### src/rtl/ipc_pkg.sv
package ipc_pkg;

  // register operation selected for a cycle
  typedef enum logic [2:0] {
    OP_NONE   = 3'd0,
    OP_CPPR   = 3'd1,
    OP_MFRR   = 3'd2,
    OP_EOI    = 3'd3,
    OP_ACCEPT = 3'd4
  } op_e;

  // fixed precedence: accept, acknowledge, priority, software priority
  function automatic op_e pick_op(input logic acc, input logic eoi,
                                  input logic cppr, input logic mfrr);
    if (acc)       return OP_ACCEPT;
    else if (eoi)  return OP_EOI;
    else if (cppr) return OP_CPPR;
    else if (mfrr) return OP_MFRR;
    else           return OP_NONE;
  endfunction

endpackage

### src/rtl/ipc_regop.sv
module ipc_regop
  import ipc_pkg::*;
#(
  parameter int unsigned PRIO_W  = 8,
  parameter int unsigned SRC_W   = 24,
  parameter int unsigned IPI_SRC = 2
) (
  input  op_e                      op,
  input  logic [PRIO_W+SRC_W-1:0]  wdata,
  input  logic [PRIO_W-1:0]        cur_cppr,
  input  logic [SRC_W-1:0]         cur_xisr,
  input  logic [PRIO_W-1:0]        cur_pend,
  input  logic                     cur_ext,
  input  logic [PRIO_W-1:0]        cur_mfrr,
  output logic [PRIO_W-1:0]        mid_cppr,
  output logic [SRC_W-1:0]         mid_xisr,
  output logic [PRIO_W-1:0]        mid_pend,
  output logic                     mid_ext,
  output logic [PRIO_W-1:0]        mid_mfrr,
  output logic                     disp_v,
  output logic [SRC_W-1:0]         disp_id,
  output logic                     resend,
  output logic                     eoi_v,
  output logic [SRC_W-1:0]         eoi_id
);
  localparam int unsigned STAT_W = PRIO_W + SRC_W;
  localparam logic [PRIO_W-1:0] PRIO_NONE = '1;
  localparam logic [SRC_W-1:0]  IPI_ID = SRC_W'(IPI_SRC);

  // software interrupt stays out when the slot already beats it
  function automatic logic ipi_blocked(input logic [SRC_W-1:0] xisr,
                                       input logic [PRIO_W-1:0] pend,
                                       input logic [PRIO_W-1:0] mfrr);
    return (xisr != '0) && (pend <= mfrr);
  endfunction

  // lowering the priority drops a pending entry it no longer admits
  function automatic logic cppr_drops(input logic [SRC_W-1:0] xisr,
                                      input logic [PRIO_W-1:0] newp,
                                      input logic [PRIO_W-1:0] pend);
    return (xisr != '0) && (newp <= pend);
  endfunction

  logic [PRIO_W-1:0] wr_top;
  logic              ipi_try;

  assign wr_top = wdata[STAT_W-1 -: PRIO_W];

  always_comb begin
    mid_cppr = cur_cppr;
    mid_xisr = cur_xisr;
    mid_pend = cur_pend;
    mid_ext  = cur_ext;
    mid_mfrr = cur_mfrr;
    disp_v   = 1'b0;
    disp_id  = '0;
    resend   = 1'b0;
    eoi_v    = 1'b0;
    eoi_id   = '0;
    ipi_try  = 1'b0;

    unique case (op)
      OP_CPPR: begin
        mid_cppr = wr_top;
        if (wr_top < cur_cppr) begin
          if (cppr_drops(cur_xisr, wr_top, cur_pend)) begin
            mid_xisr = '0;
            mid_pend = PRIO_NONE;
            mid_ext  = 1'b0;
            if (cur_ext) begin
              disp_v  = 1'b1;
              disp_id = cur_xisr;
            end
          end
        end else if (cur_xisr == '0) begin
          resend  = 1'b1;
          ipi_try = (cur_mfrr < wr_top);
        end
      end
      OP_MFRR: begin
        mid_mfrr = wdata[PRIO_W-1:0];
        ipi_try  = (wdata[PRIO_W-1:0] < cur_cppr);
      end
      OP_EOI: begin
        mid_cppr = wr_top;
        eoi_v    = 1'b1;
        eoi_id   = wdata[SRC_W-1:0];
        if (cur_xisr == '0) begin
          resend  = 1'b1;
          ipi_try = (cur_mfrr < wr_top);
        end
      end
      OP_ACCEPT: begin
        mid_cppr = cur_pend;
        mid_xisr = '0;
        mid_pend = PRIO_NONE;
        mid_ext  = 1'b0;
      end
      default: ;
    endcase

    if (ipi_try && !ipi_blocked(mid_xisr, mid_pend, mid_mfrr)) begin
      if ((mid_xisr != '0) && mid_ext) begin
        disp_v  = 1'b1;
        disp_id = mid_xisr;
      end
      mid_xisr = IPI_ID;
      mid_pend = mid_mfrr;
      mid_ext  = 1'b0;
    end
  end

endmodule

### src/rtl/ipc_offer.sv
module ipc_offer #(
  parameter int unsigned PRIO_W = 8,
  parameter int unsigned SRC_W  = 24
) (
  input  logic              offer_valid,
  input  logic [SRC_W-1:0]  offer_src,
  input  logic [PRIO_W-1:0] offer_prio,
  input  logic [PRIO_W-1:0] in_cppr,
  input  logic [SRC_W-1:0]  in_xisr,
  input  logic [PRIO_W-1:0] in_pend,
  input  logic              in_ext,
  output logic [SRC_W-1:0]  nxt_xisr,
  output logic [PRIO_W-1:0] nxt_pend,
  output logic              nxt_ext,
  output logic              rej_v,
  output logic [SRC_W-1:0]  rej_id,
  output logic              disp_v,
  output logic [SRC_W-1:0]  disp_id
);
  // an offer loses to the processor priority or to a no-worse pending entry
  function automatic logic offer_loses(input logic [PRIO_W-1:0] prio,
                                       input logic [PRIO_W-1:0] cppr,
                                       input logic [SRC_W-1:0]  xisr,
                                       input logic [PRIO_W-1:0] pend);
    return (prio >= cppr) || ((xisr != '0) && (pend <= prio));
  endfunction

  logic live;
  assign live = offer_valid && (offer_src != '0);

  always_comb begin
    nxt_xisr = in_xisr;
    nxt_pend = in_pend;
    nxt_ext  = in_ext;
    rej_v    = 1'b0;
    rej_id   = '0;
    disp_v   = 1'b0;
    disp_id  = '0;
    if (live) begin
      if (offer_loses(offer_prio, in_cppr, in_xisr, in_pend)) begin
        rej_v  = 1'b1;
        rej_id = offer_src;
      end else begin
        if ((in_xisr != '0) && in_ext) begin
          disp_v  = 1'b1;
          disp_id = in_xisr;
        end
        nxt_xisr = offer_src;
        nxt_pend = offer_prio;
        nxt_ext  = 1'b1;
      end
    end
  end

endmodule

### src/rtl/irq_presenter.sv
module irq_presenter
  import ipc_pkg::*;
#(
  parameter int unsigned PRIO_W  = 8,
  parameter int unsigned SRC_W   = 24,
  parameter int unsigned IPI_SRC = 2,
  localparam int unsigned STAT_W = PRIO_W + SRC_W
) (
  input  logic              clk,
  input  logic              rst_n,
  input  logic              offer_valid,
  input  logic [SRC_W-1:0]  offer_src,
  input  logic [PRIO_W-1:0] offer_prio,
  input  logic              wr_cppr,
  input  logic              wr_mfrr,
  input  logic              wr_eoi,
  input  logic [STAT_W-1:0] wr_data,
  input  logic              rd_accept,
  input  logic              rd_poll,
  output logic [STAT_W-1:0] rd_data,
  output logic [PRIO_W-1:0] rd_mfrr,
  output logic              irq_out,
  output logic              off_rej_valid,
  output logic [SRC_W-1:0]  off_rej_src,
  output logic              disp_valid,
  output logic [SRC_W-1:0]  disp_src,
  output logic              resend_req,
  output logic              eoi_valid,
  output logic [SRC_W-1:0]  eoi_src
);
  localparam logic [PRIO_W-1:0] PRIO_NONE = '1;

  logic [PRIO_W-1:0] cppr_q, pend_q, mfrr_q;
  logic [SRC_W-1:0]  xisr_q;
  logic              ext_q;

  op_e               op_sel;
  logic [PRIO_W-1:0] mid_cppr, mid_pend, mid_mfrr, nxt_pend;
  logic [SRC_W-1:0]  mid_xisr, nxt_xisr;
  logic              mid_ext, nxt_ext;
  logic              rop_disp, rop_resend, rop_eoi;
  logic [SRC_W-1:0]  rop_disp_id, rop_eoi_id;
  logic              off_rej, off_disp;
  logic [SRC_W-1:0]  off_rej_id, off_disp_id;

  assign op_sel = pick_op(rd_accept, wr_eoi, wr_cppr, wr_mfrr);

  ipc_regop #(.PRIO_W(PRIO_W), .SRC_W(SRC_W), .IPI_SRC(IPI_SRC)) u_regop (
    .op(op_sel), .wdata(wr_data),
    .cur_cppr(cppr_q), .cur_xisr(xisr_q), .cur_pend(pend_q),
    .cur_ext(ext_q), .cur_mfrr(mfrr_q),
    .mid_cppr(mid_cppr), .mid_xisr(mid_xisr), .mid_pend(mid_pend),
    .mid_ext(mid_ext), .mid_mfrr(mid_mfrr),
    .disp_v(rop_disp), .disp_id(rop_disp_id),
    .resend(rop_resend), .eoi_v(rop_eoi), .eoi_id(rop_eoi_id)
  );

  ipc_offer #(.PRIO_W(PRIO_W), .SRC_W(SRC_W)) u_offer (
    .offer_valid(offer_valid), .offer_src(offer_src), .offer_prio(offer_prio),
    .in_cppr(mid_cppr), .in_xisr(mid_xisr), .in_pend(mid_pend), .in_ext(mid_ext),
    .nxt_xisr(nxt_xisr), .nxt_pend(nxt_pend), .nxt_ext(nxt_ext),
    .rej_v(off_rej), .rej_id(off_rej_id),
    .disp_v(off_disp), .disp_id(off_disp_id)
  );

  always_ff @(posedge clk or negedge rst_n) begin
    if (!rst_n) begin
      cppr_q        <= '0;
      xisr_q        <= '0;
      pend_q        <= PRIO_NONE;
      ext_q         <= 1'b0;
      mfrr_q        <= PRIO_NONE;
      off_rej_valid <= 1'b0;
      off_rej_src   <= '0;
      disp_valid    <= 1'b0;
      disp_src      <= '0;
      resend_req    <= 1'b0;
      eoi_valid     <= 1'b0;
      eoi_src       <= '0;
    end else begin
      cppr_q        <= mid_cppr;
      xisr_q        <= nxt_xisr;
      pend_q        <= nxt_pend;
      ext_q         <= nxt_ext;
      mfrr_q        <= mid_mfrr;
      off_rej_valid <= off_rej;
      off_rej_src   <= off_rej_id;
      disp_valid    <= rop_disp | off_disp;
      disp_src      <= rop_disp ? rop_disp_id : off_disp_id;
      resend_req    <= rop_resend;
      eoi_valid     <= rop_eoi;
      eoi_src       <= rop_eoi_id;
    end
  end

  assign irq_out = (xisr_q != '0);
  assign rd_data = (rd_accept || rd_poll) ? {cppr_q, xisr_q} : '0;
  assign rd_mfrr = rd_poll ? mfrr_q : '0;


  offer_rej_chk: assert property (@(posedge clk) disable iff (!rst_n)
    off_rej_valid |-> $past(offer_valid));


  disp_ext_chk: assert property (@(posedge clk) disable iff (!rst_n)
    disp_valid |-> $past(ext_q));


  single_disp_chk: assert property (@(posedge clk) disable iff (!rst_n)
    $onehot0({rop_disp, off_disp}));


  accept_cppr_chk: assert property (@(posedge clk) disable iff (!rst_n)
    rd_accept |=> (cppr_q == $past(pend_q)));


  empty_pend_chk: assert property (@(posedge clk) disable iff (!rst_n)
    (xisr_q == '0) |-> (pend_q == PRIO_NONE));


  resend_empty_chk: assert property (@(posedge clk) disable iff (!rst_n)
    resend_req |-> ($past(xisr_q) == '0));


  poll_still_chk: assert property (@(posedge clk) disable iff (!rst_n)
    (rd_poll && !rd_accept && !wr_cppr && !wr_mfrr && !wr_eoi && !offer_valid)
    |=> ($stable(cppr_q) && $stable(xisr_q) && $stable(mfrr_q)));

endmodule

### config.mk
export PLATFORM = sky130hd
export DESIGN_NAME = irq_presenter
export DESIGN_NICKNAME = d
export VERILOG_FILES = /design/src/rtl/ipc_pkg.sv /design/src/rtl/ipc_regop.sv /design/src/rtl/ipc_offer.sv /design/src/rtl/irq_presenter.sv
export SDC_FILE = /design/constraint.sdc
export NUM_CORES = 1
export LEC_CHECK = 0
export BUFFER_PORTS_ARGS = -buffer_cell sky130_fd_sc_hd__buf_2
export CAP_MARGIN = 10
export CORE_MARGIN = 5
export CORE_UTILIZATION = 46
export CTS_CLUSTER_DIAMETER = 50
export DETAILED_ROUTE_END_ITERATION = 10
export PLACE_DENSITY = 0.82
export SLEW_MARGIN = 30
export SYNTH_ARGS = -nofsm -noshare
export SYNTH_HDL_FRONTEND = slang
export SYNTH_SLANG_ARGS = --single-unit
### constraint.sdc
create_clock -name clk -period 5.62 [get_ports clk]
set_clock_uncertainty 0.05 [all_clocks]
set_input_delay 0.281 -clock clk [delete_from_list [all_inputs] [get_ports clk]]
set_output_delay 0.281 -clock clk [all_outputs]
set_load 0.02 [all_outputs]
==> Yosys cells after proc, flatten, opt, wreduce, memory -nomap -nowiden <==
Cells that the tools add are included.
{ "word_totals": {"output_inout_bits": 117, "reg_bits": 125, "input_bits": 72, "wordCells": 97} }
{ "op_classes": {"bitwise_logic": 1, "eq_ne": 4, "order_cmp": 7, "mux": 57, "reduce_logical": 16} }
{ "op_table": {"columns": ["op", "n"], "rows": [
  ["24-bit 2-to-1 mux", 18],
  ["24-bit nonzero test", 4],
  ["8-bit 2-to-1 mux", 7],
  ["24-bit case mux with 2 select lines", 1],
  ["32-bit 2-to-1 mux", 1],
  ["8-bit case mux with 2 select lines", 2],
  ["8-bit less-or-equal comparator", 3],
  ["24-bit logical NOT", 1],
  ["8-bit < comparator", 3],
  ["1-bit 2-to-1 mux", 21],
  ["8-bit >= comparator", 1],
  ["1-bit logical AND", 7],
  ["3-bit by 2-bit equality test with 1-bit output (second input constant)", 2],
  ["2-bit 2-to-1 mux", 3],
  ["1-bit case mux with 2 select lines", 2],
  ["3-bit by 1-bit equality test with 1-bit output (second input constant)", 1],
  ["3-bit equality test (second input constant)", 1],
  ["3-bit 2-to-1 mux", 1],
  ["1-bit case mux with 3 select lines", 1],
  ["1-bit logical OR", 2],
  ["2-bit OR reduction", 1],
  ["1-bit logical NOT", 1],
  ["1-bit OR", 1]
]} }

==> Logic depth before layout (Yosys ltp) <==
Gate-level depths: netlist of run 1.
{ "depth": {"ltp_word": 17, "depth_mapped": 27} }

==> Modules after synthesis <==
A second synthesis of run 1 with hierarchy kept.
{ "unflattened": {"cells_unflattened": 720, "hier_area_um2": 7687.4} }
{ "modules_own_cells": {"columns": ["module", "seq_area_each_um2", "instances", "area_each_um2", "cells_per_inst"], "rows": [
  ["irq_presenter", 3148.0, 1, 3913.8, 210],
  ["ipc_regop", 0.0, 1, 2174.6, 288],
  ["ipc_offer", 0.0, 1, 1599.0, 222]
]} }

==> Least setup slack after synthesis of run 1 <==
Ideal clock, no wire load.
{ "synth_path": {"path_kind": "flip-flop to flip-flop", "start": "register pend_q[1]", "end": "register xisr_q[10]", "setup_ns": 0.125, "required_time_ns": 5.445, "synth_period_minus_slack_ns": 5.253, "path_slack_ns": 0.367, "path_stages_with_launch": 28, "arrival_ns": 5.078, "path_cell_list": "dfstp_2 inv_1 ha_1 nor2b_1 o211ai_1 a21oi_1 nor4b_2 buf_2 a211oi_1 inv_1 ha_1 and3_1 o21ai_0 and3_1 o2111ai_1 o22ai_2 buf_2 mux2i_1 ha_1 and3_1 o21ai_0 a31oi_1 o22ai_1 nand3b_1 and4b_1 buf_6 buf_6 mux2_4"} }
{ "synth_between": {"elab_chain_len": 15} }
{ "synth_rtl": {"columns": ["item", "line_no", "source"], "rows": [
  ["start, declared", "irq_presenter.sv:33", "logic [PRIO_W-1:0] cppr_q, pend_q, mfrr_q;"],
  ["start signal, assigned", "irq_presenter.sv:83", "pend_q <= nxt_pend;"],
  ["8-bit less-or-equal comparator", "ipc_regop.sv:41", "return (xisr != '0) && (newp <= pend);"],
  ["1-bit logical AND", "ipc_regop.sv:41", null],
  ["8-bit 2-to-1 mux or 24-bit 2-to-1 mux (tied branches)", "ipc_regop.sv:66", "if (cppr_drops(cur_xisr, wr_top, cur_pend)) begin"],
  ["8-bit 2-to-1 mux or 24-bit 2-to-1 mux (tied branches)", "ipc_regop.sv:65", "if (wr_top < cur_cppr) begin"],
  ["8-bit case mux with 2 select lines or 24-bit case mux with 2 select lines (tied branches)", "ipc_regop.sv:62", "unique case (op)"],
  ["8-bit less-or-equal comparator or 24-bit nonzero test (tied branches)", "ipc_regop.sv:34", "return (xisr != '0) && (pend <= mfrr);"],
  ["1-bit logical AND", "ipc_regop.sv:34", null],
  ["1-bit logical NOT", "ipc_regop.sv:102", "if (ipi_try && !ipi_blocked(mid_xisr, mid_pend, mid_mfrr)) begin"],
  ["1-bit logical AND", "ipc_regop.sv:102", null],
  ["8-bit 2-to-1 mux or 24-bit 2-to-1 mux (tied branches)", "ipc_regop.sv:102", null],
  ["8-bit less-or-equal comparator or 24-bit nonzero test (tied branches)", "ipc_offer.sv:25", "return (prio >= cppr) || ((xisr != '0) && (pend <= prio));"],
  ["1-bit logical AND", "ipc_offer.sv:25", null],
  ["1-bit logical OR", "ipc_offer.sv:25", null],
  ["24-bit 2-to-1 mux", "ipc_offer.sv:40", "if (offer_loses(offer_prio, in_cppr, in_xisr, in_pend)) begin"],
  ["24-bit 2-to-1 mux (*)", "ipc_offer.sv:39", "if (live) begin"],
  ["named net nxt_xisr[10]", "irq_presenter.sv:39", "logic [SRC_W-1:0] mid_xisr, nxt_xisr;"],
  ["end signal, assigned", "irq_presenter.sv:82", "xisr_q <= nxt_xisr;"],
  ["end, declared", "irq_presenter.sv:34", "logic [SRC_W-1:0] xisr_q;"]
]} }
The timed path passes the listed nets; every way through them passes the cells marked *.

==> Worst setup path in the final report of run 1 <==
{ "layout_path": {"start": "register pend_q[7]", "end": "register xisr_q[13]"} }
Same word-level chain as after synthesis.

==> flow_summary.rst, run 1 <==
.. list-table::
   :header-rows: 1

   * - Metric
     - Value
   * - Run status
     - complete, but fails checks
   * - Violations in the final reports
     - negative setup slack
   * - Synthesized net count
     - 711
   * - Met2 global-route usage
     - 0.364
   * - Hold endpoint
     - eoi_src[15]$_DFF_PN0_
   * - WHS
     - 0.0185 ns
   * - Die width
     - 129 µm
   * - Height of the die
     - 129 µm
   * - Filler Cell Count
     - 1072
   * - Final setup margin
     - -0.111 ns
   * - Beginning of the worst hold path
     - wr_data[15]
   * - Share of flip-flops with an asynchronous set or reset
     - 1.00
   * - Clock tree root buffer cell
     - sky130_fd_sc_hd__clkbuf_16
   * - Actual transition at the worst max-transition pin
     - 0.941 ns
   * - WP data required
     - 5.88 ns
   * - Hold path cells
     - 2
   * - Final non-filler cell area
     - 8620 µm²
   * - Highest cell delay on the worst timing path
     - 0.56 ns
   * - Shortest period the worst path allows
     - 5.73 ns
   * - WL per Instance
     - 19.4 µm
   * - Post-Syn Area
     - 6550 µm²
   * - Maximum ir drop on the vdd rail
     - 0.000257 V
   * - Pin count of the biggest net entering global routing
     - 72
   * - Num CTS Buffers
     - 17
   * - Max Fclk
     - 174 MHz
   * - Critical R2R Launch
     - pend_q[7]$_DFF_PN1_
   * - Fraction of layout instances using a drive strength above 1
     - 0.397
   * - Effective utilization at floorplan
     - 0.470
   * - Worst slew slack as a fraction of its limit
     - 0.373
   * - Ranking of synthesized cells by instance count
     - sky130_fd_sc_hd__dfrtp_1 (109), sky130_fd_sc_hd__and2_1 (82), sky130_fd_sc_hd__inv_1 (59)
   * - Global-route wire length before repair
     - 28000 µm
   * - Cell type with the highest occurrence count on the critical path
     - sky130_fd_sc_hd__ha_1
   * - Count of antenna diodes in the layout
     - 0
   * - Met1 routing resource usage after global routing
     - 0.272
   * - Insertion delay to the later sink of the worst-skew pair
     - 0.42 ns
   * - Total Nets Final
     - 925
   * - MaxCap Viol Count
     - 0
   * - Post-synthesis sequential element count
     - 125
   * - Instance count after placement with tap cells included
     - 946
   * - Area Overhead vs Synth
     - 31.6%
   * - Placed instance area
     - 7740 µm²
   * - Setup TNS Final
     - -3.47 ns
   * - Via count
     - 5279
   * - Total iterations of the first detailed-routing run
     - 5
   * - Fraction of synthesized cell area taken by the top area cell type
     - 0.417
   * - Initial antenna violation count
     - 0
   * - Critical-path top delay cell
     - sky130_fd_sc_hd__dfstp_2
   * - Clock tree from TritonCTS
     - done
   * - Number of distinct library cells after synthesis
     - 47
   * - Switching share of power
     - 0.322
   * - Std-Cell Core Area
     - 13900 µm²
   * - Reg2reg setup slack
     - -0.11 ns
   * - Class of the most critical hold timing path
     - primary input to flip-flop
   * - Crit Reg-Reg Endpoint
     - xisr_q[13]$_DFF_PN0_
   * - Most area-consuming cells after synthesis
     - sky130_fd_sc_hd__dfrtp_1 (42%), sky130_fd_sc_hd__ha_1 (10%), sky130_fd_sc_hd__and2_1 (7.8%)
   * - Number of global-route vias before repair
     - 5230
   * - Drt initial violations
     - 344
   * - Internal power
     - 2.00 mW
   * - Level count of the clock H-tree
     - 4
   * - Remaining antenna violation count after routing
     - 0
   * - I/O pin total
     - 189
   * - Final instance count without filler cells
     - 993
   * - Clock transition at the registers of the reported paths
     - 0.05 ns
   * - Final Hold Fails
     - 0
   * - Sequential cell fraction of total power
     - 0.375
   * - Area leader, netlist
     - sky130_fd_sc_hd__dfrtp_1
   * - Final Max Tran Viols
     - 0
   * - Total number of clock tree sinks
     - 125
   * - Synthesized area per cell
     - 11.2 µm²
   * - Final setup fails
     - 55
   * - Overflow left after global routing
     - 0
   * - Setup WS pre-CTS
     - 0.0168 ns
   * - Data arrival time of the critical path
     - 5.99 ns
   * - Dominant synthesized flop cell
     - sky130_fd_sc_hd__dfrtp_1
   * - Category of the worst setup path launch point
     - flip-flop
   * - Comb power frac
     - 0.291
   * - Clock share of power
     - 0.334
   * - Post-DR vias/cell
     - 5.32
   * - Nature of the critical path endpoint
     - flip-flop
   * - Row cnt
     - 43
   * - Cell count of the worst reg-to-reg path
     - 26
   * - Dominant cell by count in the synthesized netlist
     - sky130_fd_sc_hd__dfrtp_1
   * - Count of port buffers added during placement
     - 188
   * - Residual DRC
     - 0
   * - Number of flops mapped to enable cells by yosys
     - 0
   * - Leakage power
     - 4.70 nW
   * - Switching pwr
     - 0.951 mW
   * - Total power density per cell area
     - 342 nW/µm²
   * - Synth Warn #
     - 0
   * - Worst-path fanout max
     - 8
   * - Total track usage
     - 0.218
   * - Busiest layer in global routing
     - met2
   * - Buffer depth of the longest clock path
     - 2
   * - Overall die area
     - 16700 µm²
   * - Weighted congestion at the end of routability-driven global placement
     - 0.909
   * - Post-DP HPWL
     - 13500 µm
   * - Sequential cell area fraction in the yosys report
     - 0.481
   * - Post-synthesis instance total
     - 586
   * - Total Wirelength
     - 19300 µm
   * - Final critical-path share of the clock period
     - 1.02
   * - Final Total Pwr
     - 2.95 mW
   * - Met3 layer usage reported by global route
     - 0.0470
   * - Crit Path Class
     - flip-flop to flip-flop
   * - End-of-flow core utilization
     - 0.619
-- placed cells by master, fill, tap and decap left out, types with 7 or more instances in the layout --
master,Yosys,final
sky130_fd_sc_hd__o21ai_0,15,14
sky130_fd_sc_hd__and3_1,27,26
sky130_fd_sc_hd__ha_1,53,52
sky130_fd_sc_hd__mux2_4,27,28
sky130_fd_sc_hd__nand2_1,17,17
sky130_fd_sc_hd__clkbuf_16,0,20
sky130_fd_sc_hd__dfstp_2,16,16
sky130_fd_sc_hd__dfrtp_1,109,109
sky130_fd_sc_hd__a21oi_1,11,11
sky130_fd_sc_hd__mux2i_1,25,21
sky130_fd_sc_hd__nor2_1,8,7
sky130_fd_sc_hd__nor4_1,13,12
sky130_fd_sc_hd__inv_1,59,57
sky130_fd_sc_hd__buf_4,0,20
sky130_fd_sc_hd__nor2b_1,31,31
sky130_fd_sc_hd__and2_1,82,82
sky130_fd_sc_hd__buf_2,4,187
-- area by class of cell --
class                   instances  area, µm²  area share
multi-input cells             378       3210       0.373
flip-flops and latches        125       3150       0.365
repair buffers                219       1280       0.149
clock buffers                  26        489      0.0567
well taps                     180        225      0.0261
inverters                      59        221      0.0257
clock inverters                 6       38.8     0.00450
-- sequential cells by signal (all words and copies together) (netlist names), 8 cells and up --
signal       flops
mfrr_q           8
pend_q           8
cppr_q           8
off_rej_src     24
xisr_q          24
eoi_src         24
disp_src        24
-- critical path, delay by kind of cell, from the launching register on --
family                   cells  cell delay [ns]
AO/OA/AOI/OAI                8             1.56
adder cells (fa/ha/maj)      3             0.81
flip-flops                   1             0.56
AND/OR/NAND/NOR              7             1.20
buffers and inverters        6             0.85
multiplexers                 2             0.57
-- per-layer routing --
layer	routed length (µm)	vias up
met3	1270	55
met2	9710	205
met4	674	0
li1	-	2421
met1	7610	2598
met5	0	-
-- worst max path at each step --
| stage | from | end |
|---|---|---|
| floorplan | pend_q[1]$_DFF_PN1_ | xisr_q[10]$_DFF_PN0_ |
| global placement | wr_data[29] | xisr_q[19]$_DFF_PN0_ |
| detailed placement | cppr_q[5]$_DFF_PN0_ | xisr_q[14]$_DFF_PN0_ |
| CTS | cppr_q[5]$_DFF_PN0_ | xisr_q[16]$_DFF_PN0_ |
| global route | pend_q[7]$_DFF_PN1_ | xisr_q[17]$_DFF_PN0_ |
| finish | pend_q[7]$_DFF_PN1_ | xisr_q[13]$_DFF_PN0_ |
-- power groups by stage --
stage	registers (mW)	clock network (mW)	logic (mW)
2_1_floorplan	1.12	0	0.470
3_3_place_gp	1.11	0	0.747
3_5_place_dp	1.11	0	0.766
4_1_cts	1.10	0.993	0.773
5_1_grt	1.12	1.04	0.932
6_report	1.11	0.986	0.859
-- cells by family (layout without fill, tap and decap cells) --
| family | Yosys count | count (layout) | synth area share |
|---|---|---|---|
| DFF | 125 | 125 | 0.481 |
| and+or+nand+nor | 201 | 201 | 0.185 |
| muxes | 56 | 56 | 0.107 |
| AOI/OAI and AO/OA | 68 | 68 | 0.0716 |
| buffers and inverters | 83 | 310 | 0.0541 |
| adders and majority gates | 53 | 53 | 0.101 |
-- what timing repair did --
action | in CTS | in global routing
setup endpoints to repair | 5 | 83
resized for setup | 1 | 33
hold buffers | 1 | 0
hold endpoints to repair | 67 | 0
setup buffers | 0 | 10
gates cloned | 0 | 4
pin swaps | 0 | 9
Power figures use the tool's default switching activity.
==> run 2, diff against run 1 <==
Settings changed: ABC_AREA set to 1, CORE_ASPECT_RATIO set to 1.25, PLACE_DENSITY 0.82 to 0.8.
==> run 2 against run 1 <==
Effect of this change: the flow now finishes without violations; via count rose by 37%; sequential power rose by 7%; critical path depth rose by 5; sequential share of layout area fell by 2.5 points; count of clock-buffer cells in the layout fell by 6; area after synthesis rose by 14%.
==> flow_summary.rst, run 2 <==
.. list-table::
   :header-rows: 1

   * - Metric
     - Value
   * - Run status
     - finished, final reports clean (was complete, but fails checks)
   * - Std-Cell Core Area
     - 16100 µm² (was 13900 µm²)
   * - Total power density per cell area
     - 416 nW/µm² (was 342 nW/µm²)
   * - Share of flip-flops with an asynchronous set or reset
     - 1.00 (unchanged)
   * - Height of the die
     - 152 µm (was 129 µm)
   * - Final instance count without filler cells
     - 1381 (was 993)
   * - Total iterations of the first detailed-routing run
     - 7 (was 5)
   * - Level count of the clock H-tree
     - 4 (unchanged)
   * - Total track usage
     - 0.233 (was 0.218)
   * - Beginning of the worst hold path
     - wr_data[10] (was wr_data[15])
   * - Number of flops mapped to enable cells by yosys
     - 0 (unchanged)
   * - Worst slew slack as a fraction of its limit
     - 0.437 (was 0.373)
   * - Via count
     - 7218 (was 5279)
   * - Buffer depth of the longest clock path
     - 2 (unchanged)
   * - Drt initial violations
     - 778 (was 344)
   * - Reg2reg setup slack
     - 0.59 ns (was -0.11 ns)
   * - Number of global-route vias before repair
     - 7050 (was 5230)
   * - Clock tree from TritonCTS
     - done (unchanged)
   * - Post-Syn Area
     - 7470 µm² (was 6550 µm²)
   * - Filler Cell Count
     - 1445 (was 1072)
   * - Final Max Tran Viols
     - 0 (unchanged)
   * - Hold endpoint
     - eoi_src[10]$_DFF_PN0_ (was eoi_src[15]$_DFF_PN0_)
   * - Commonest cells after routing, fill and taps aside
     - sky130_fd_sc_hd__nand2_1 (191), sky130_fd_sc_hd__buf_2 (187), sky130_fd_sc_hd__inv_1 (183) (was sky130_fd_sc_hd__buf_2 (187), sky130_fd_sc_hd__dfrtp_1 (109), sky130_fd_sc_hd__and2_1 (82))
   * - Total number of clock tree sinks
     - 125 (unchanged)
   * - Clock tree root buffer cell
     - sky130_fd_sc_hd__clkbuf_16 (unchanged)
   * - Overflow left after global routing
     - 0 (unchanged)
   * - Critical R2R Launch
     - pend_q[7]$_DFF_PN1_ (unchanged)
   * - Largest family of logic cells by synthesized area
     - simple AND/OR/NAND/NOR gates (unchanged)
   * - MaxCap Viol Count
     - 0 (unchanged)
   * - Effective utilization at floorplan
     - 0.465 (was 0.470)
   * - Fraction of layout instances using a drive strength above 1
     - 0.244 (was 0.397)
   * - Initial antenna violation count
     - 1 (was 0)
   * - Cell count of the worst reg-to-reg path
     - 31 (was 26)
   * - Post-synthesis instance total
     - 972 (was 586)
   * - Remaining antenna violation count after routing
     - 0 (unchanged)
   * - Setup TNS Final
     - 0 ns (was -3.47 ns)
   * - Dominant synthesized flop cell
     - sky130_fd_sc_hd__dfrtp_1 (unchanged)
   * - Post-DR vias/cell
     - 5.23 (was 5.32)
   * - Data arrival time of the critical path
     - 5.28 ns (was 5.99 ns)
   * - Worst-path fanout max
     - 25 (was 8)
   * - Synthesized area per cell
     - 7.68 µm² (was 11.2 µm²)
   * - Actual transition at the worst max-transition pin
     - 0.844 ns (was 0.941 ns)
   * - Leakage power
     - 5.60 nW (was 4.70 nW)
   * - Dominant cell by count in the synthesized netlist
     - sky130_fd_sc_hd__nand2_1 (was sky130_fd_sc_hd__dfrtp_1)
   * - Total Nets Final
     - 1277 (was 925)
   * - Instance count after placement with tap cells included
     - 1345 (was 946)
   * - Ranking of synthesized cells by instance count
     - sky130_fd_sc_hd__nand2_1 (191), sky130_fd_sc_hd__inv_1 (184), sky130_fd_sc_hd__nor2_1 (137) (was sky130_fd_sc_hd__dfrtp_1 (109), sky130_fd_sc_hd__and2_1 (82), sky130_fd_sc_hd__inv_1 (59))
   * - Shortest period the worst path allows
     - 5.03 ns (was 5.73 ns)
   * - Count of port buffers added during placement
     - 188 (unchanged)
   * - Area Overhead vs Synth
     - 23.9% (was 31.6%)
   * - Sequential cell area fraction in the yosys report
     - 0.422 (was 0.481)
   * - I/O pin total
     - 189 (unchanged)
   * - Fraction of synthesized area in multiplexers
     - 0 (was 0.107)
   * - Residual DRC
     - 0 (unchanged)
   * - Crit Reg-Reg Endpoint
     - off_rej_src[7]$_DFF_PN0_ (was xisr_q[13]$_DFF_PN0_)
   * - Post-CTS setup repair buffer count
     - 0 (unchanged)
   * - Simple-gate portion of the synthesized area
     - 0.272 (was 0.185)
   * - Area leader, netlist
     - sky130_fd_sc_hd__dfrtp_1 (unchanged)
   * - Final setup fails
     - 0 (was 55)
   * - Final Hold Fails
     - 0 (unchanged)
   * - Weighted congestion at the end of routability-driven global placement
     - 0.946 (was 0.909)
   * - Synth Warn #
     - 0 (unchanged)
   * - Category of the worst setup path launch point
     - flip-flop (unchanged)
   * - Pin count of the biggest net entering global routing
     - 68 (was 72)
   * - Insertion delay to the later sink of the worst-skew pair
     - 0.43 ns (was 0.42 ns)
   * - Clock transition at the registers of the reported paths
     - 0.06 ns (was 0.05 ns)
   * - Overall die area
     - 18900 µm² (was 16700 µm²)
   * - Nature of the critical path endpoint
     - flip-flop (unchanged)
   * - Post-synthesis sequential element count
     - 125 (unchanged)
   * - Highest cell delay on the worst timing path
     - 0.52 ns (was 0.56 ns)
   * - Synthesized net count
     - 1097 (was 711)
   * - Most area-consuming cells after synthesis
     - sky130_fd_sc_hd__dfrtp_1 (37%), sky130_fd_sc_hd__nand2_1 (9.6%), sky130_fd_sc_hd__inv_1 (9.2%) (was sky130_fd_sc_hd__dfrtp_1 (42%), sky130_fd_sc_hd__ha_1 (10%), sky130_fd_sc_hd__and2_1 (7.8%))
   * - Num CTS Buffers
     - 17 (unchanged)
   * - Combined flip-flop and latch cell area
     - 3150 µm² (unchanged)
   * - Global-route wire length before repair
     - 34900 µm (was 28000 µm)
   * - Crit Path Class
     - flip-flop to flip-flop (unchanged)
   * - Area occupied by multi-input gates
     - 3390 µm² (was 3210 µm²)
   * - Row cnt
     - 52 (was 43)
   * - Critical-path top delay cell
     - sky130_fd_sc_hd__dfstp_2 (unchanged)
   * - Compound-cell area share of the yosys netlist
     - 0.0898 (was 0.0716)
   * - Hold path cells
     - 3 (was 2)
   * - Cell type with the highest occurrence count on the critical path
     - sky130_fd_sc_hd__nand2_1 (was sky130_fd_sc_hd__ha_1)
   * - Setup repair after global routing missed its margin
     - false
   * - Class of the most critical hold timing path
     - primary input to flip-flop (unchanged)
   * - WL per Instance
     - 15.7 µm (was 19.4 µm)
   * - Synthesized-area fraction occupied by adder cells
     - 0.0888 (was 0.101)
   * - Count of antenna diodes in the layout
     - 0 (unchanged)
   * - Commonest non-fill, non-tap cell in the layout
     - sky130_fd_sc_hd__nand2_1 (was sky130_fd_sc_hd__buf_2)
   * - Maximum ir drop on the vdd rail
     - 0.000232 V (was 0.000257 V)
   * - Number of distinct library cells after synthesis
     - 39 (was 47)
   * - Post-Synth XOR/XNOR Area
     - 0 (unchanged)
   * - Post-DP HPWL
     - 15800 µm (was 13500 µm)
   * - Fraction of synthesized cell area taken by the top area cell type
     - 0.365 (was 0.417)
   * - Die width
     - 124 µm (was 129 µm)
   * - Max Fclk
     - 199 MHz (was 174 MHz)
   * - Final critical-path share of the clock period
     - 0.896 (was 1.02)
   * - Total Wirelength
     - 21700 µm (was 19300 µm)
   * - WP data required
     - 5.87 ns (was 5.88 ns)
-- run 2: changes by cell type after synthesis, sizes merged, moves of 15 or more --
| cell | before | now |
|---|---|---|
| nand4 | 4 | 68 |
| and3 | 27 | 0 |
| mux2i | 25 | 0 |
| nor3 | 0 | 29 |
| o2111ai | 2 | 24 |
| inv | 59 | 190 |
| nand2 | 17 | 196 |
| mux2 | 31 | 0 |
| buf | 10 | 25 |
| nor2 | 9 | 142 |
| and2 | 82 | 0 |
| nor2b | 31 | 0 |
-- run 2: metrics by stage --
| step | instance area [µm²] | total power [mW] | worst slack (ns) | hold WS [ns] | util |
|---|---|---|---|---|---|
| 6_report | 9260 | 3.85 | 0.587 | 0.0175 | 0.576 |
| 5_1_grt | 9260 | 4.10 | 0.0930 | 0.0112 | 0.576 |
| 4_1_cts | 9250 | 3.85 | 0.493 | 0.00556 | 0.576 |
| 3_5_place_dp | 8600 | 2.70 | 0.517 | 0.348 | 0.535 |
| 3_3_place_gp | 8590 | 2.66 | 0.670 | 0.348 | 0.535 |
| 2_1_floorplan | 7470 | 2.24 | 1.18 | -0.0646 | - |
-- run 2: kinds of logic (layout without fill, tap and decap cells) --
kind of cell	after synthesis	in the layout
simple gates	457	457
buf+inv	240	433
flops	125	125
compound gates	97	97
fa+ha+maj	53	53
-- run 2: worst max path at each step --
stage / from / end / depth (start not counted) / slack [ns]
floorplan: pend_q[7]$_DFF_PN1_ / xisr_q[10]$_DFF_PN0_ / 32 / 1.18
global placement: pend_q[7]$_DFF_PN1_ / off_rej_src[6]$_DFF_PN0_ / 31 / 0.67
detailed placement: wr_eoi / off_rej_src[7]$_DFF_PN0_ / 26 / 0.52
CTS: pend_q[7]$_DFF_PN1_ / off_rej_src[7]$_DFF_PN0_ / 31 / 0.49
global route: pend_q[3]$_DFF_PN1_ / off_rej_src[4]$_DFF_PN0_ / 33 / 0.09
finish: pend_q[7]$_DFF_PN1_ / off_rej_src[7]$_DFF_PN0_ / 31 / 0.59
-- run 2: report_power, final --
group	switching, mW	internal, mW	total [mW]	leakage [nW]
Sequential	0.108	1.09	1.19	1.62
Combinational	1.04	0.478	1.52	3.69
Clock	0.418	0.712	1.13	0.287
Total	1.57	2.28	3.85	5.60
-- run 2: area by class of cell --
class,instances,share of cell area
multi-input combinational,607,0.366
tap,216,0.0292
sequential,125,0.340
clock buffer,20,0.0483
timing repair buffer,211,0.122
clock inverter,12,0.0178
inverter,190,0.0770
-- run 2: layer usage --
layer	up-vias	GRT usage	routed length, µm
li1	3490	-	-
met1	3308	0.282	8400
met2	365	0.390	10600
met3	53	0.0646	2110
met4	2	0.0866	596
met5	-	0	20
-- run 2: critical path: cells and delay by family (launching register included) --
family          cells  cell delay [ns]
flops               1             0.52
buf+inv             3             0.45
fa+ha+maj           3             0.92
compound gates      7             0.90
simple gates       18             2.05
-- run 2: what timing repair did --
item | 4_1_cts | 5_1_grt
endpoints found under the hold margin | 49 | 0
hold buffers | 4 | 0
gates resized for setup | 0 | 1
endpoints found under the setup margin | 0 | 16
==> run 3, diff against run 2 <==
Settings changed: CORE_UTILIZATION 46 to 49, PLACE_DENSITY 0.8 to 0.84.
==> run 3 against run 2 <==
Effect of this change: die area is 5.7% lower; wire length is 1.1% lower; sequential cell count stayed put; critical path type unchanged; largest power group unchanged.
==> flow_summary.rst, run 3 (same netlist as run 2, synthesis figures left out) <==
.. list-table::
   :header-rows: 1

   * - Metric
     - Value
   * - Run status
     - finished, final reports clean (unchanged)
   * - Num CTS Buffers
     - 17 (unchanged)
   * - Clock tree root buffer cell
     - sky130_fd_sc_hd__clkbuf_16 (unchanged)
   * - Final setup fails
     - 0 (unchanged)
   * - Total number of clock tree sinks
     - 125 (unchanged)
   * - Final Max Tran Viols
     - 0 (unchanged)
   * - Max Fclk
     - 195 MHz (was 199 MHz)
   * - Insertion delay to the later sink of the worst-skew pair
     - 0.42 ns (was 0.43 ns)
   * - Filler Cell Count
     - 1270 (was 1445)
   * - Worst slew slack as a fraction of its limit
     - 0.359 (was 0.437)
   * - Remaining antenna violation count after routing
     - 0 (unchanged)
   * - Count of port buffers added during placement
     - 188 (unchanged)
   * - Initial antenna violation count
     - 1 (unchanged)
   * - Area Overhead vs Synth
     - 23.8% (was 23.9%)
   * - Crit Path Class
     - flip-flop to flip-flop (unchanged)
   * - Combined flip-flop and latch cell area
     - 3150 µm² (unchanged)
   * - Data arrival time of the critical path
     - 5.38 ns (was 5.28 ns)
   * - WP data required
     - 5.88 ns (was 5.87 ns)
   * - Highest cell delay on the worst timing path
     - 0.51 ns (was 0.52 ns)
   * - Total track usage
     - 0.241 (was 0.233)
   * - Post-DP HPWL
     - 15400 µm (was 15800 µm)
   * - Shortest period the worst path allows
     - 5.12 ns (was 5.03 ns)
   * - Via count
     - 7319 (was 7218)
   * - Setup TNS Final
     - 0 ns (unchanged)
   * - Overflow left after global routing
     - 0 (unchanged)
   * - Residual DRC
     - 0 (unchanged)
   * - Worst-path fanout max
     - 29 (was 25)
   * - Drt initial violations
     - 702 (was 778)
   * - Cell type with the highest occurrence count on the critical path
     - sky130_fd_sc_hd__nand2_1 (unchanged)
   * - Height of the die
     - 148 µm (was 152 µm)
   * - Area occupied by multi-input gates
     - 3400 µm² (was 3390 µm²)
   * - Clock tree from TritonCTS
     - done (unchanged)
   * - Count of antenna diodes in the layout
     - 0 (unchanged)
   * - Post-CTS setup repair buffer count
     - 0 (unchanged)
   * - Maximum ir drop on the vdd rail
     - 0.000240 V (was 0.000232 V)
   * - Global-route wire length before repair
     - 34500 µm (was 34900 µm)
   * - Class of the most critical hold timing path
     - primary input to flip-flop (unchanged)
   * - Actual transition at the worst max-transition pin
     - 0.949 ns (was 0.844 ns)
   * - Final Hold Fails
     - 0 (unchanged)
   * - Commonest non-fill, non-tap cell in the layout
     - sky130_fd_sc_hd__nand2_1 (unchanged)
   * - Critical R2R Launch
     - pend_q[7]$_DFF_PN1_ (unchanged)
   * - Total iterations of the first detailed-routing run
     - 6 (was 7)
   * - Clock transition at the registers of the reported paths
     - 0.06 ns (about the same)
   * - Effective utilization at floorplan
     - 0.499 (was 0.465)
   * - Leakage power
     - 5.63 nW (was 5.60 nW)
   * - Weighted congestion at the end of routability-driven global placement
     - 0.922 (was 0.946)
   * - Setup repair after global routing missed its margin
     - false (unchanged)
   * - End-of-flow core utilization
     - 0.618 (was 0.576)
   * - Die width
     - 120 µm (was 124 µm)
   * - Buffer depth of the longest clock path
     - 2 (unchanged)
   * - Commonest cells after routing, fill and taps aside
     - sky130_fd_sc_hd__nand2_1 (191), sky130_fd_sc_hd__buf_2 (187), sky130_fd_sc_hd__inv_1 (183) (unchanged)
   * - Category of the worst setup path launch point
     - flip-flop (unchanged)
   * - Total power density per cell area
     - 421 nW/µm² (was 416 nW/µm²)
   * - Row cnt
     - 50 (was 52)
   * - WL per Instance
     - 16.0 µm (was 15.7 µm)
   * - Critical path launch point
     - pend_q[7]$_DFF_PN1_ (unchanged)
   * - Pin count of the biggest net entering global routing
     - 70 (was 68)
   * - Post-DR vias/cell
     - 5.43 (was 5.23)
   * - Critical-path top delay cell
     - sky130_fd_sc_hd__dfstp_2 (unchanged)
   * - Level count of the clock H-tree
     - 4 (unchanged)
   * - Number of global-route vias before repair
     - 7031 (was 7050)
   * - Final critical-path share of the clock period
     - 0.912 (was 0.896)
   * - Overall die area
     - 17800 µm² (was 18900 µm²)
   * - MaxCap Viol Count
     - 0 (unchanged)
   * - Fraction of layout instances using a drive strength above 1
     - 0.247 (was 0.244)
   * - Nature of the critical path endpoint
     - flip-flop (unchanged)
   * - WHS
     - 0.0180 ns (was 0.0175 ns)
   * - Total Wirelength
     - 21500 µm (was 21700 µm)
   * - Std-Cell Core Area
     - 15000 µm² (was 16100 µm²)
   * - Total Nets Final
     - 1278 (was 1277)
   * - Beginning of the worst hold path
     - wr_data[18] (was wr_data[10])
   * - I/O pin total
     - 189 (unchanged)
-- run 3: final cells by class --
cell class | instances | share of cell area
Multi-Input combinational cell | 608 | 0.367
Sequential cell | 125 | 0.341
Timing Repair Buffer | 211 | 0.122
Inverter | 190 | 0.0773
Clock buffer | 18 | 0.0475
Tap cell | 182 | 0.0246
Clock inverter | 13 | 0.0206
-- run 3: final timing paths --
check	endpoint	slack, ns	cells past startpoint
hold reg to reg	disp_src[17]$_DFF_PN0_	0.48	2
setup / recovery	xisr_q[4]$_DFF_PN0_	0.50	32
setup reg to reg	xisr_q[4]$_DFF_PN0_	0.50	32
max in group asynchronous	xisr_q[4]$_DFF_PN0_	3.76	3
hold / removal	eoi_src[18]$_DFF_PN0_	0.02	3
min in group asynchronous	eoi_src[1]$_DFF_PN0_	0.41	2
-- run 3: power by group --
part,switching [mW],internal (mW)
Combinational,1.06,0.476
Sequential,0.110,1.09
Clock,0.408,0.754
-- run 3: per-stage QoR --
stage          power, mW  area (µm²)  worst slack (ns)  instances
2_1_floorplan       2.24        7470              1.18        972
3_3_place_gp        2.64        8560             0.470       1312
3_5_place_dp        2.69        8560             0.366       1312
4_1_cts             3.87        9220             0.301       1346
5_1_grt             4.15        9240             0.145       1347
6_report            3.90        9240             0.497       1347
-- run 3: timing repair --
action                                  4_1_cts  5_1_grt
resized for setup                             0        3
hold buffers                                  3        0
endpoints found under the setup margin        0       77
hold endpoints to repair                     51        0
-- run 3: worst max-delay path: cells and delay by family, from the launching register on --
| kind | cells | cell delay (ns) |
|---|---|---|
| DFF | 1 | 0.51 |
| adders and majority gates | 3 | 0.92 |
| buffers and inverters | 4 | 0.57 |
| AOI/OAI and AO/OA | 6 | 0.80 |
| and+or+nand+nor | 19 | 2.15 |
-- run 3: metal layers --
metal / track usage / vias up / routed length [µm] / part of all wire
met5: 0 / - / 13 / 0.00060
met3: 0.0681 / 67 / 2040 / 0.095
met1: 0.285 / 3367 / 8410 / 0.39
li1: - / 3474 / - / -
met4: 0.104 / 2 / 718 / 0.033
met2: 0.408 / 409 / 10300 / 0.48
